## src/rtl/mdp_pkg.sv

```systemverilog
package mdp_pkg;

   // Multiplier implementation styles selectable per lane
   localparam int MUL_NATIVE   = 0;
   localparam int MUL_SHIFTADD = 1;

   // Width of one unsigned-by-signed lane product with no loss
   function automatic int prod_width(input int byte_w);
      return 2 * byte_w + 1;
   endfunction

   // Width of the exact sum of a number of lane products
   function automatic int sum_width(input int byte_w, input int lanes);
      return prod_width(byte_w) + $clog2(lanes);
   endfunction

endpackage

```

## src/rtl/mdp_lane_mul.sv

```systemverilog
module mdp_lane_mul
   import mdp_pkg::*;
#(
   parameter int BYTE_W    = 8,
   parameter int MUL_STYLE = MUL_NATIVE
) (
   input  logic                              clk,
   input  logic        [BYTE_W-1:0]          ua,
   input  logic signed [BYTE_W-1:0]          sb,
   output logic signed [2*BYTE_W:0]          prod_q
);
   localparam int PROD_W = prod_width(BYTE_W);

   logic signed [PROD_W-1:0] prod_d;

   generate
      if (MUL_STYLE == MUL_NATIVE) begin : g_native
         logic signed [BYTE_W:0] ua_s;
         assign ua_s = $signed({1'b0, ua});
         always_comb begin
            prod_d = PROD_W'(ua_s) * PROD_W'(sb);
         end
      end else begin : g_shiftadd
         logic signed [PROD_W-1:0] sb_x;
         assign sb_x = PROD_W'(sb);
         always_comb begin
            prod_d = '0;
            for (int i = 0; i < BYTE_W; i++) begin
               if (ua[i]) begin
                  prod_d = prod_d + (sb_x <<< i);
               end
            end
         end
      end
   endgenerate

   always_ff @(posedge clk) begin
      prod_q <= prod_d;
   end

   // a zero byte on either side gives a zero lane product
   a_r2_zero_lane: assert property (@(posedge clk)
      (ua == '0 || sb == '0) |=> (prod_q == '0));

   // a negative signed byte times a nonzero unsigned byte is negative
   a_r2_sign_lane: assert property (@(posedge clk)
      (ua != '0 && sb[BYTE_W-1]) |=> prod_q[PROD_W-1]);

endmodule

```

## src/rtl/mdp_pair_add.sv

```systemverilog
module mdp_pair_add #(
   parameter int IN_W = 17
) (
   input  logic                   clk,
   input  logic signed [IN_W-1:0] x,
   input  logic signed [IN_W-1:0] y,
   output logic signed [IN_W:0]   sum_q
);
   logic signed [IN_W:0] sum_d;

   always_comb begin
      sum_d = (IN_W+1)'(x) + (IN_W+1)'(y);
   end

   always_ff @(posedge clk) begin
      sum_q <= sum_d;
   end

   // the sum of two equally signed inputs keeps that sign
   a_r3_pair_sign: assert property (@(posedge clk)
      (x[IN_W-1] && y[IN_W-1]) |=> sum_q[IN_W]);

endmodule

```

## src/rtl/mdp_ctl_pipe.sv

```systemverilog
module mdp_ctl_pipe #(
   parameter int IDX_W = 5,
   parameter int DEPTH = 3
) (
   input  logic             clk,
   input  logic             rst,
   input  logic             vld_in,
   input  logic             grd_in,
   input  logic [IDX_W-1:0] idx_in,
   output logic             wen_out,
   output logic [IDX_W-1:0] idx_out
);
   localparam int MID = DEPTH - 1;

   logic [MID-1:0]   vld_q;
   logic [MID-1:0]   grd_q;
   logic [IDX_W-1:0] idx_q [MID];
   logic             wen_q;
   logic [IDX_W-1:0] idx_o_q;

   generate
      for (genvar s = 0; s < MID; s++) begin : g_stage
         if (s == 0) begin : g_head
            always_ff @(posedge clk) begin
               if (rst) vld_q[s] <= 1'b0;
               else     vld_q[s] <= vld_in;
               grd_q[s] <= grd_in;
               idx_q[s] <= idx_in;
            end
         end else begin : g_body
            always_ff @(posedge clk) begin
               if (rst) vld_q[s] <= 1'b0;
               else     vld_q[s] <= vld_q[s-1];
               grd_q[s] <= grd_q[s-1];
               idx_q[s] <= idx_q[s-1];
            end
         end
      end
   endgenerate

   // Output stage: the write enable is formed and registered here
   always_ff @(posedge clk) begin
      if (rst) wen_q <= 1'b0;
      else     wen_q <= vld_q[MID-1] & grd_q[MID-1];
      idx_o_q <= idx_q[MID-1];
   end

   assign wen_out = wen_q;
   assign idx_out = idx_o_q;

   // a reset edge leaves every stage empty
   a_r7_pipe_empty: assert property (@(posedge clk)
      rst |=> (vld_q == '0 && !wen_q));

   // a valid token advances one stage per cycle
   a_r8_advance: assert property (@(posedge clk) disable iff (rst)
      vld_q[0] |=> (MID > 1 ? vld_q[MID > 1 ? 1 : 0] : 1'b1));

endmodule

```

## src/rtl/mdp_dot4.sv

```systemverilog
module mdp_dot4
   import mdp_pkg::*;
#(
   parameter int BYTE_W    = 8,
   parameter int LANES     = 4,
   parameter int IDX_W     = 5,
   parameter int GUARD_W   = 32,
   parameter int MUL_STYLE = MUL_NATIVE
) (
   input  logic                      clk,
   input  logic                      rst,
   input  logic                      issue_vld,
   input  logic [LANES*BYTE_W-1:0]   opa,
   input  logic [LANES*BYTE_W-1:0]   opb,
   input  logic [GUARD_W-1:0]        guard,
   input  logic [IDX_W-1:0]          dst_idx,
   output logic                      wb_en,
   output logic [IDX_W-1:0]          wb_idx,
   output logic [LANES*BYTE_W-1:0]   wb_data
);
   localparam int DATA_W  = LANES * BYTE_W;
   localparam int PROD_W  = prod_width(BYTE_W);
   localparam int PAIRS   = LANES / 2;
   localparam int PAIR_W  = PROD_W + 1;
   localparam int SUM_W   = sum_width(BYTE_W, LANES);
   localparam int LATENCY = 3;
   localparam int UMAX    = (1 << BYTE_W) - 1;
   localparam int SMAX    = (1 << (BYTE_W - 1)) - 1;
   localparam int SMIN    = -(1 << (BYTE_W - 1));

   // Elaboration-time parameter checks
   generate
      if (LANES < 2 || (LANES % 2) != 0) begin : g_bad_lanes
         $error("mdp_dot4: LANES must be even and at least 2");
      end
      if (SUM_W > DATA_W) begin : g_bad_width
         $error("mdp_dot4: exact sum does not fit the result word");
      end
      if (MUL_STYLE != MUL_NATIVE && MUL_STYLE != MUL_SHIFTADD) begin : g_bad_style
         $error("mdp_dot4: unknown multiplier style");
      end
      if (GUARD_W < 1) begin : g_bad_guard
         $error("mdp_dot4: guard must be at least one bit");
      end
   endgenerate

   // Only guard bit 0 takes part; the rest is intentionally left out
   logic unused_guard_hi;
   generate
      if (GUARD_W > 1) begin : g_guard_hi
         assign unused_guard_hi = ^guard[GUARD_W-1:1];
      end else begin : g_guard_one
         assign unused_guard_hi = 1'b0;
      end
   endgenerate

   // Stage 1: lane products
   logic signed [PROD_W-1:0] prod [LANES];

   generate
      for (genvar l = 0; l < LANES; l++) begin : g_lane
         mdp_lane_mul #(
            .BYTE_W   (BYTE_W),
            .MUL_STYLE(MUL_STYLE)
         ) u_mul (
            .clk   (clk),
            .ua    (opa[l*BYTE_W +: BYTE_W]),
            .sb    ($signed(opb[l*BYTE_W +: BYTE_W])),
            .prod_q(prod[l])
         );
      end
   endgenerate

   // Stage 2: pairwise partial sums
   logic signed [PAIR_W-1:0] pair [PAIRS];

   generate
      for (genvar p = 0; p < PAIRS; p++) begin : g_pair
         mdp_pair_add #(
            .IN_W(PROD_W)
         ) u_add (
            .clk  (clk),
            .x    (prod[2*p]),
            .y    (prod[2*p+1]),
            .sum_q(pair[p])
         );
      end
   endgenerate

   // Stage 3: final sum, sign-extended to the result word
   logic signed [DATA_W-1:0] total_d;
   logic        [DATA_W-1:0] total_q;

   always_comb begin
      total_d = '0;
      for (int p = 0; p < PAIRS; p++) begin
         total_d = total_d + DATA_W'(pair[p]);
      end
   end

   always_ff @(posedge clk) begin
      total_q <= total_d;
   end

   // Control path travelling alongside the data
   mdp_ctl_pipe #(
      .IDX_W(IDX_W),
      .DEPTH(LATENCY)
   ) u_ctl (
      .clk    (clk),
      .rst    (rst),
      .vld_in (issue_vld),
      .grd_in (guard[0]),
      .idx_in (dst_idx),
      .wen_out(wb_en),
      .idx_out(wb_idx)
   );

   assign wb_data = total_q;

   // a write only follows a guarded issue three edges earlier
   a_r4_write_needs_guard: assert property (@(posedge clk) disable iff (rst)
      wb_en |-> $past(issue_vld && guard[0], 3));

   // a guarded issue is written back after exactly three edges
   a_r5_latency: assert property (@(posedge clk) disable iff (rst)
      (issue_vld && guard[0]) |-> ##3 wb_en);

   // the index returned is the one issued with the operation
   a_r6_index_follows: assert property (@(posedge clk) disable iff (rst)
      wb_en |-> (wb_idx == $past(dst_idx, 3)));

   // every written result lies within the exact signed range
   a_r3_result_range: assert property (@(posedge clk) disable iff (rst)
      wb_en |-> ($signed(wb_data) >= DATA_W'(LANES * UMAX * SMIN) &&
                 $signed(wb_data) <= DATA_W'(LANES * UMAX * SMAX)));

   // no write appears on the edge right after a reset edge
   a_r7_no_write_after_reset: assert property (@(posedge clk)
      rst |=> !wb_en);

endmodule

```

## config.mk

```make
export PLATFORM = sky130hd
export DESIGN_NAME = mdp_dot4
export DESIGN_NICKNAME = d
export VERILOG_FILES = /design/src/rtl/mdp_pkg.sv /design/src/rtl/mdp_lane_mul.sv /design/src/rtl/mdp_pair_add.sv /design/src/rtl/mdp_ctl_pipe.sv /design/src/rtl/mdp_dot4.sv
export SDC_FILE = /design/constraint.sdc
export NUM_CORES = 1
export LEC_CHECK = 0
export ABC_AREA = 0
export CAP_MARGIN = 10
export CORE_ASPECT_RATIO = 0.5
export CORE_MARGIN = 1
export CORE_UTILIZATION = 66
export DETAILED_ROUTE_END_ITERATION = 8
export DONT_BUFFER_PORTS = 1
export GPL_TIMING_DRIVEN = 0
export PLACE_DENSITY = 0.82
export RECOVER_POWER = 25
export SYNTH_ARGS = -nofsm -noshare
export SYNTH_HDL_FRONTEND = slang
export SYNTH_SLANG_ARGS = --single-unit
export TNS_END_PERCENT = 1
```

## constraint.sdc

```tcl
create_clock -name clk -period 5.42 [get_ports clk]
set_input_delay 0.813 -clock clk [delete_from_list [all_inputs] [get_ports clk]]
set_output_delay 0.813 -clock clk [all_outputs]
set_load 0.02 [all_outputs]
```

==> impl_metrics.csv, run 1 <==
group,metric,value,unit
timing,finalHoldViolations,0,
floorplan,fp-row-count,37,
timing,finalSetupViolCount,0,
timing,setup_tns,0,ps
synth,syn_inst,1521,
power,p_leak,7.483,nW
timing,fin_skew,12.15,ps
synth,async_reset_ff_share,0,%
cts,clk_path_buf_depth,2,
global_route,grt_start_max_net_pins,19,
setup_path,path_class,"in2reg",
power,ir_worst_vdd,0.3261,mV
floorplan,start_util,68.04,%
floorplan,dieArea,0.02205,mm²
setup_path,cp-start-kind,"input pin",
layout,area_delta_synth_final,6.759,%
timing,rsz0062_at_grt,"false",
layout,nets,2019,
cts,clkSinkCount,143,
placed_design,portBuffers,0,
timing,relSlewSlack,62.15,%
placed_design,post-dp-hpwl,22920,µm
synth,yosysSeqAreaShare,20.24,%
synth,synth_area,0.01414,mm²
cts,post_cts_resized,0,
setup_path,cp_cell_sequence,"inv_1 -> fa_1 -> fa_1 -> inv_1 -> fa_1 -> inv_1 -> fa_1 -> inv_1 -> ha_1 -> o21a_1 -> o31a_1 -> o211ai_2 -> a21oi_1 -> a2111oi_2 -> a21oi_1 -> xnor2_1",
synth,avgSynthCellArea,9.299,µm²
layout,drive_above_1_share,4.185,%
run_status,status,"completed",
floorplan,coreArea,0.02079,mm²
detailed_routing,wirelength,28230,µm
cts,cts_tree,"built",
global_route,antenna_found_initial,0,
detailed_routing,ant_nets,0,
cts,cts_hold_buf,0,
cts,cts_buffers,17,
detailed_routing,first_iter_violations,621,
synth,synth_edf_count,0,
setup_path,crit_path_end_kind,"flop",
floorplan,die_y,105.5,µm
timing,fmax,227.7,MHz
synth,ys.flop_type,"dfxtp_1",
detailed_routing,drc,0,
timing,final.period_utilization,81.03,%
global_route,met1_usage,34.25,%
global_route,top_usage_layer,"met2",
cts,path_clk_slew,70,ps
global_route,grt_pass1_wl,49290,µm
placed_design,globalplace.congestion,0.8767,
global_route,grt_usage,27.44,%
setup_path,cp.required,5730,ps
cts,htreeDepth,4,
global_route,use_met3,3.844,%
setup_path,critical_path_buf_inv_count,4,
setup_path,crit_family,"adder cells",
run,cap_violations,0,
global_route,overflow,0,
setup_path,cp_slowest_stage_delay,530,ps
synth,ys_warn_count,0,
timing,tightest_slew,567.0,ps
synth,synth.net_count,2000,
setup_path,cp.arrival,4700,ps
timing,fin_ws,1028,ps
floorplan,dieWidth,209.0,µm
setup_path,cp_slowest_cell,"fa_1",
cts,cts-root-buf,"clkbuf_16",
power,p_per_area,544.0,mW/mm²
timing,slew_violations,0,
floorplan,ios,142,
detailed_routing,first_pass_iters,5,
placed_design,preCtsSetupSlack,564.5,ps
synth,ys_types,60,
cts,post-cts-setup-buffers,0,
detailed_routing,vias,10410,
detailed_routing,wl_per_cell,15.46,µm
setup_path,cp_max_fo,6,
timing,period_minus_slack,4392,ps
layout,diodes,0,
min_path,hold_path_class,"reg2reg",
detailed_routing,viasPerCell,5.702,
cts,insertion_delay,430,ps
global_route,use_met2,49.88,%
global_route,grt_pass1_vias,10920,
synth,ys_ff_latch,143,
==> logic make-up (layout without fill, tap and decap cells) <==
| logic type | after synthesis | in the layout | synth area share [%] |
|---|---|---|---|
| AOI/OAI and AO/OA | 212 | 212 | 9.483 |
| xor gates and xnor gates | 76 | 76 | 4.706 |
| muxes | 1 | 1 | 0.07961 |
| and+or+nand+nor | 447 | 447 | 16.66 |
| DFF | 143 | 143 | 20.24 |
| adders and majority gates | 375 | 375 | 41.19 |
| buffers and inverters | 267 | 299 | 7.643 |
==> area by class of cell <==
type / instances / area [µm²]
Buffer: 18 / 146.4
Clock buffer: 17 / 425.4
Clock inverter: 15 / 188.9
Fill cell: 1539 / 5687
Inverter: 249 / 934.6
Multi-Input combinational cell: 1111 / 10200
Sequential cell: 143 / 2863
Tap cell: 273 / 341.6
==> cells in the mapped netlist, drive strengths merged, types with 3 or more instances <==
| master | n | area, µm² |
|---|---|---|
| a31oi | 4 | 25.02 |
| or2 | 5 | 31.28 |
| a211oi | 8 | 60.06 |
| and2 | 165 | 1032 |
| or3 | 7 | 43.79 |
| or4 | 4 | 33.78 |
| nor2 | 71 | 266.5 |
| fa | 151 | 3023 |
| o211ai | 8 | 65.06 |
| and3 | 4 | 25.02 |
| o31a | 5 | 43.79 |
| a21o | 15 | 112.6 |
| o21a | 17 | 135.1 |
| nor2b | 23 | 143.9 |
| o311ai | 3 | 26.28 |
| o31ai | 6 | 45.04 |
| nand2b | 21 | 131.4 |
| xor2 | 18 | 157.7 |
| ha | 224 | 2803 |
| nand4 | 8 | 50.05 |
| o21ai | 54 | 274.0 |
| xnor2 | 58 | 508.0 |
| nand2 | 97 | 364.1 |
| buf | 18 | 146.4 |
| dfxtp | 143 | 2863 |
| a21oi | 70 | 350.3 |
| nand3 | 9 | 45.04 |
| nor3 | 25 | 130.1 |
| nor4 | 4 | 25.02 |
| inv | 248 | 930.9 |
==> sequential cells by signal, summed over array words and instances, names as in the netlist <==
name	cells
g_lane.u_mul.prod_q	68
g_pair.u_add.sum_q	36
u_ctl.grd_q	2
u_ctl.idx_out	5
u_ctl.idx_q	10
u_ctl.vld_q	2
u_ctl.wen_out	1
wb_data	19
==> worst register-to-register path, delay by kind of cell (launching register included) <==
family,cells,cell delay (ps)
muxes,1,310
DFF,1,310
and+or+nand+nor,2,240
adders and majority gates,2,600
AOI/OAI and AO/OA,4,1000
buffers and inverters,1,70
==> through the flow <==
step	instance area (µm²)	power [mW]	hold WS (ps)	std cells	utilization, %
final	15100	8.214	328.8	1826	72.64
after floorplan	14140	5.862	309.6	1521	-
after global placement	14490	6.777	311.2	1794	69.69
after global routing	15100	8.949	328.0	1826	72.64
after CTS	15100	8.208	329.9	1826	72.64
after detailed placement	14490	6.918	312.1	1794	69.69
==> layer usage <==
layer | vias up | share of wire [%]
li1 | 4970 | -
met4 | 0 | 2.2
met5 | - | 0
met3 | 62 | 4.5
met2 | 283 | 50
met1 | 5097 | 43
==> cells in the final DEF (no fill, tap or decap), types with 8 or more instances in the layout <==
master,Yosys,final
inv_1,248,248
ha_1,224,224
and2_1,165,158
fa_1,151,151
dfxtp_1,143,143
nand2_1,97,97
nor2_1,71,71
a21oi_1,70,70
xnor2_1,58,58
o21ai_0,51,51
nor3_1,24,24
nor2b_1,23,23
nand2b_1,21,21
xor2_1,18,18
clkbuf_16,0,17
o21a_1,16,16
a21o_1,15,15
buf_4,13,13
nand3_1,9,9
a211oi_1,8,8
nand4_1,8,8
==> path summary, 6_finish.rpt <==
kind	from	to	slack, ps	cells past startpoint
max	opb[15]	g_lane[1].u_mul.prod_q[16]	1030	16
min	u_ctl.idx_q[1][2]	u_ctl.idx_out[2]	330	0
max reg2reg	g_pair[0].u_add.sum_q[0]	wb_data[18]	2790	10
min reg2reg	u_ctl.idx_q[1][2]	u_ctl.idx_out[2]	330	0
==> power breakdown <==
part	internal [mW]	switching, mW	total, mW
Sequential	1.56	0.303	1.86
Combinational	2.28	2.91	5.19
Clock	0.629	0.538	1.17
Note: power is estimated with default switching activity, not from simulation.
==> run 2, diff against run 1 <==
--- a/config.mk
+++ b/config.mk
@@ -9,11 +9,11 @@
 export CAP_MARGIN = 10
 export CORE_ASPECT_RATIO = 0.5
 export CORE_MARGIN = 1
-export CORE_UTILIZATION = 66
+export CORE_UTILIZATION = 60
 export DETAILED_ROUTE_END_ITERATION = 8
 export DONT_BUFFER_PORTS = 1
 export GPL_TIMING_DRIVEN = 0
-export PLACE_DENSITY = 0.82
+export PLACE_DENSITY = 0.79
 export RECOVER_POWER = 25
 export SYNTH_ARGS = -nofsm -noshare
 export SYNTH_HDL_FRONTEND = slang
==> constraint.sdc (replaced) <==
create_clock -name clk -period 3.6 [get_ports clk]
set_input_delay 0.54 -clock clk [delete_from_list [all_inputs] [get_ports clk]]
set_output_delay 0.54 -clock clk [all_outputs]
set_load 0.02 [all_outputs]
==> impl_metrics.csv, run 2 (synthesized netlist as in run 1, its figures left out) <==
group,metric,value,unit
timing,fin_skew,15.50,ps
layout,mostFrequentLayoutCells,"inv_1 (236), ha_1 (214), and2_1 (155)",
setup_path,crit_start,"opa[14]",
layout,area_delta_synth_final,9.492,%
setup_path,cp-start-kind,"input pin",
layout,diodes,0,
global_route,overflow,0,
cts,insertion_delay,430,ps
power,ir_worst_vdd,0.5048,mV
global_route,grt_start_max_net_pins,17,
timing,fmax,267.4,MHz
cts,htreeDepth,4,
layout,fin_util,67.38,%
layout,largest-register,"g_lane.u_mul.prod_q",
layout,fillers,1758,
setup_path,timing.rr.start,"g_pair[0].u_add.sum_q[0]",
layout,drive_above_1_share,8.392,%
setup_path,crit_end,"g_lane[1].u_mul.prod_q[16]",
global_route,grt_pass1_wl,49920,µm
detailed_routing,viasPerCell,5.556,
placed_design,globalplace.congestion,0.8959,
setup_path,cp.arrival,4060,ps
timing,finalSetupViolCount,17,
layout,final_common_cell,"inv_1",
timing,tightest_slew,572.2,ps
min_path,hold_path_class,"in2reg",
cts,cts-root-buf,"clkbuf_16",
power,total_power,12.86,mW
timing,final.period_utilization,103.9,%
cts,cts_buffers,17,
setup_path,cp.required,3920,ps
power,p_per_area,830.4,mW/mm²
setup_path,crit_path_end_kind,"flop",
timing,finalHoldViolations,0,
layout,largest_reg_flops,68,
setup_path,cp_max_fo,8,
detailed_routing,drc,0,
layout,multi_input_area,0.01048,mm²
cts,cts_tree,"built",
setup_path,path_class,"in2reg",
placed_design,portBuffers,0,
timing,rsz0062_at_grt,"true",
setup_path,r2r_setup_slack,1020,ps
floorplan,dieWidth,219.1,µm
timing,fin_ws,-140.4,ps
setup_path,reg2reg_to,"wb_data[18]",
floorplan,ios,142,
detailed_routing,first_pass_iters,5,
detailed_routing,vias,10380,
setup_path,r2r_cells,10,
timing,whs,140.1,ps
floorplan,coreArea,0.02298,mm²
floorplan,die_y,110.6,µm
placed_design,post-dp-hpwl,22910,µm
cts,clkSinkCount,143,
power,p_leak,7.513,nW
layout,nets,2027,
cts,cts_hold_buf,0,
timing,slew_violations,0,
cts,path_clk_slew,70,ps
run,cap_violations,0,
run_status,status,"finished with violations",
floorplan,dieArea,0.02423,mm²
floorplan,fp-row-count,39,
timing,relSlewSlack,60.86,%
global_route,antenna_found_initial,0,
timing,setup_tns,-1382,ps
detailed_routing,wirelength,28660,µm
detailed_routing,first_iter_violations,546,
floorplan,start_util,61.54,%
cts,clk_path_buf_depth,2,
layout,seqCellArea,0.002863,mm²
global_route,grt_usage,25.19,%
global_route,grt_pass1_vias,11110,
detailed_routing,ant_nets,0,
timing,period_minus_slack,3740,ps
detailed_routing,wl_per_cell,15.34,µm
run_status,violations,"negative setup slack",
==> run 2: cell count changes in the layout (fill, tap and decap cells not counted), moves of 7 or more <==
cell,delta
clkinvlp_4,+7
inv_1,-12
o21ai_0,-7
ha_1,-10
buf_4,+8
a21oi_1,-13
inv_2,+8
ha_4,+9
a21oi_2,+13
==> run 2: cell type report <==
class | instances | share of cell area [%]
Buffer | 18 | 0.9453
Clock buffer | 18 | 2.771
Clock inverter | 14 | 1.123
Inverter | 249 | 6.132
Multi-Input combinational cell | 1111 | 67.67
Sequential cell | 143 | 18.49
Tap cell | 307 | 2.480
Timing Repair Buffer | 8 | 0.3878
==> run 2: repair_timing <==
action                                  in CTS  in global routing
gates resized for setup                     47                 16
endpoints found under the setup margin      22                 23
cloned                                       0                  0
setup buffers                                8                  0
pin swaps                                   34                 11
==> run 2: worst min-delay path by stage <==
stage,startpoint,slack [ps],endpoint,depth (start not counted)
3_5_place_dp,u_ctl.idx_q[0][4],310,u_ctl.idx_q[1][4],0
6_report,dst_idx[0],140,u_ctl.idx_q[0][0],0
3_3_place_gp,u_ctl.idx_q[0][0],310,u_ctl.idx_q[1][0],0
2_1_floorplan,u_ctl.grd_q[0],310,u_ctl.grd_q[1],0
5_1_grt,dst_idx[0],120,u_ctl.idx_q[0][0],0
4_1_cts,dst_idx[2],130,u_ctl.idx_q[0][2],0
==> run 2: worst max-delay path, cell delays in order <==
cell       delay (ps)
nand2_1            60
fa_1              490
fa_1              500
inv_2              40
fa_1              550
inv_2              40
fa_1              490
inv_2              50
ha_4              220
o21a_1            180
o31a_1            130
o211ai_2          200
a21oi_2           100
a2111oi_4         240
a21oi_2           110
xnor2_1           130
==> run 2: through the flow <==
stage	setup slack [ps]	instance area, µm²	std cells
6_report	-140.4	15490	1868
4_1_cts	-130.8	15440	1868
2_1_floorplan	-560.5	14200	1521
3_5_place_dp	-878.4	14590	1828
5_1_grt	-350.1	15490	1868
3_3_place_gp	-854.4	14590	1828
==> run 2: routing by layer <==
metal  GRT usage, %  up-vias  wire, µm
met5              0        -         0
li1               -     4997         -
met3          3.636       51      1307
met2          45.36      234     14610
met1          31.13     5097     12120
met4          7.269        0       621
==> run 2: power by group <==
group / internal (mW) / switching (mW) / total [mW]
Sequential: 2.34 / 0.449 / 2.79
Combinational: 3.70 / 4.61 / 8.31
Clock: 1.05 / 0.716 / 1.76
Total: 7.09 / 5.77 / 12.9
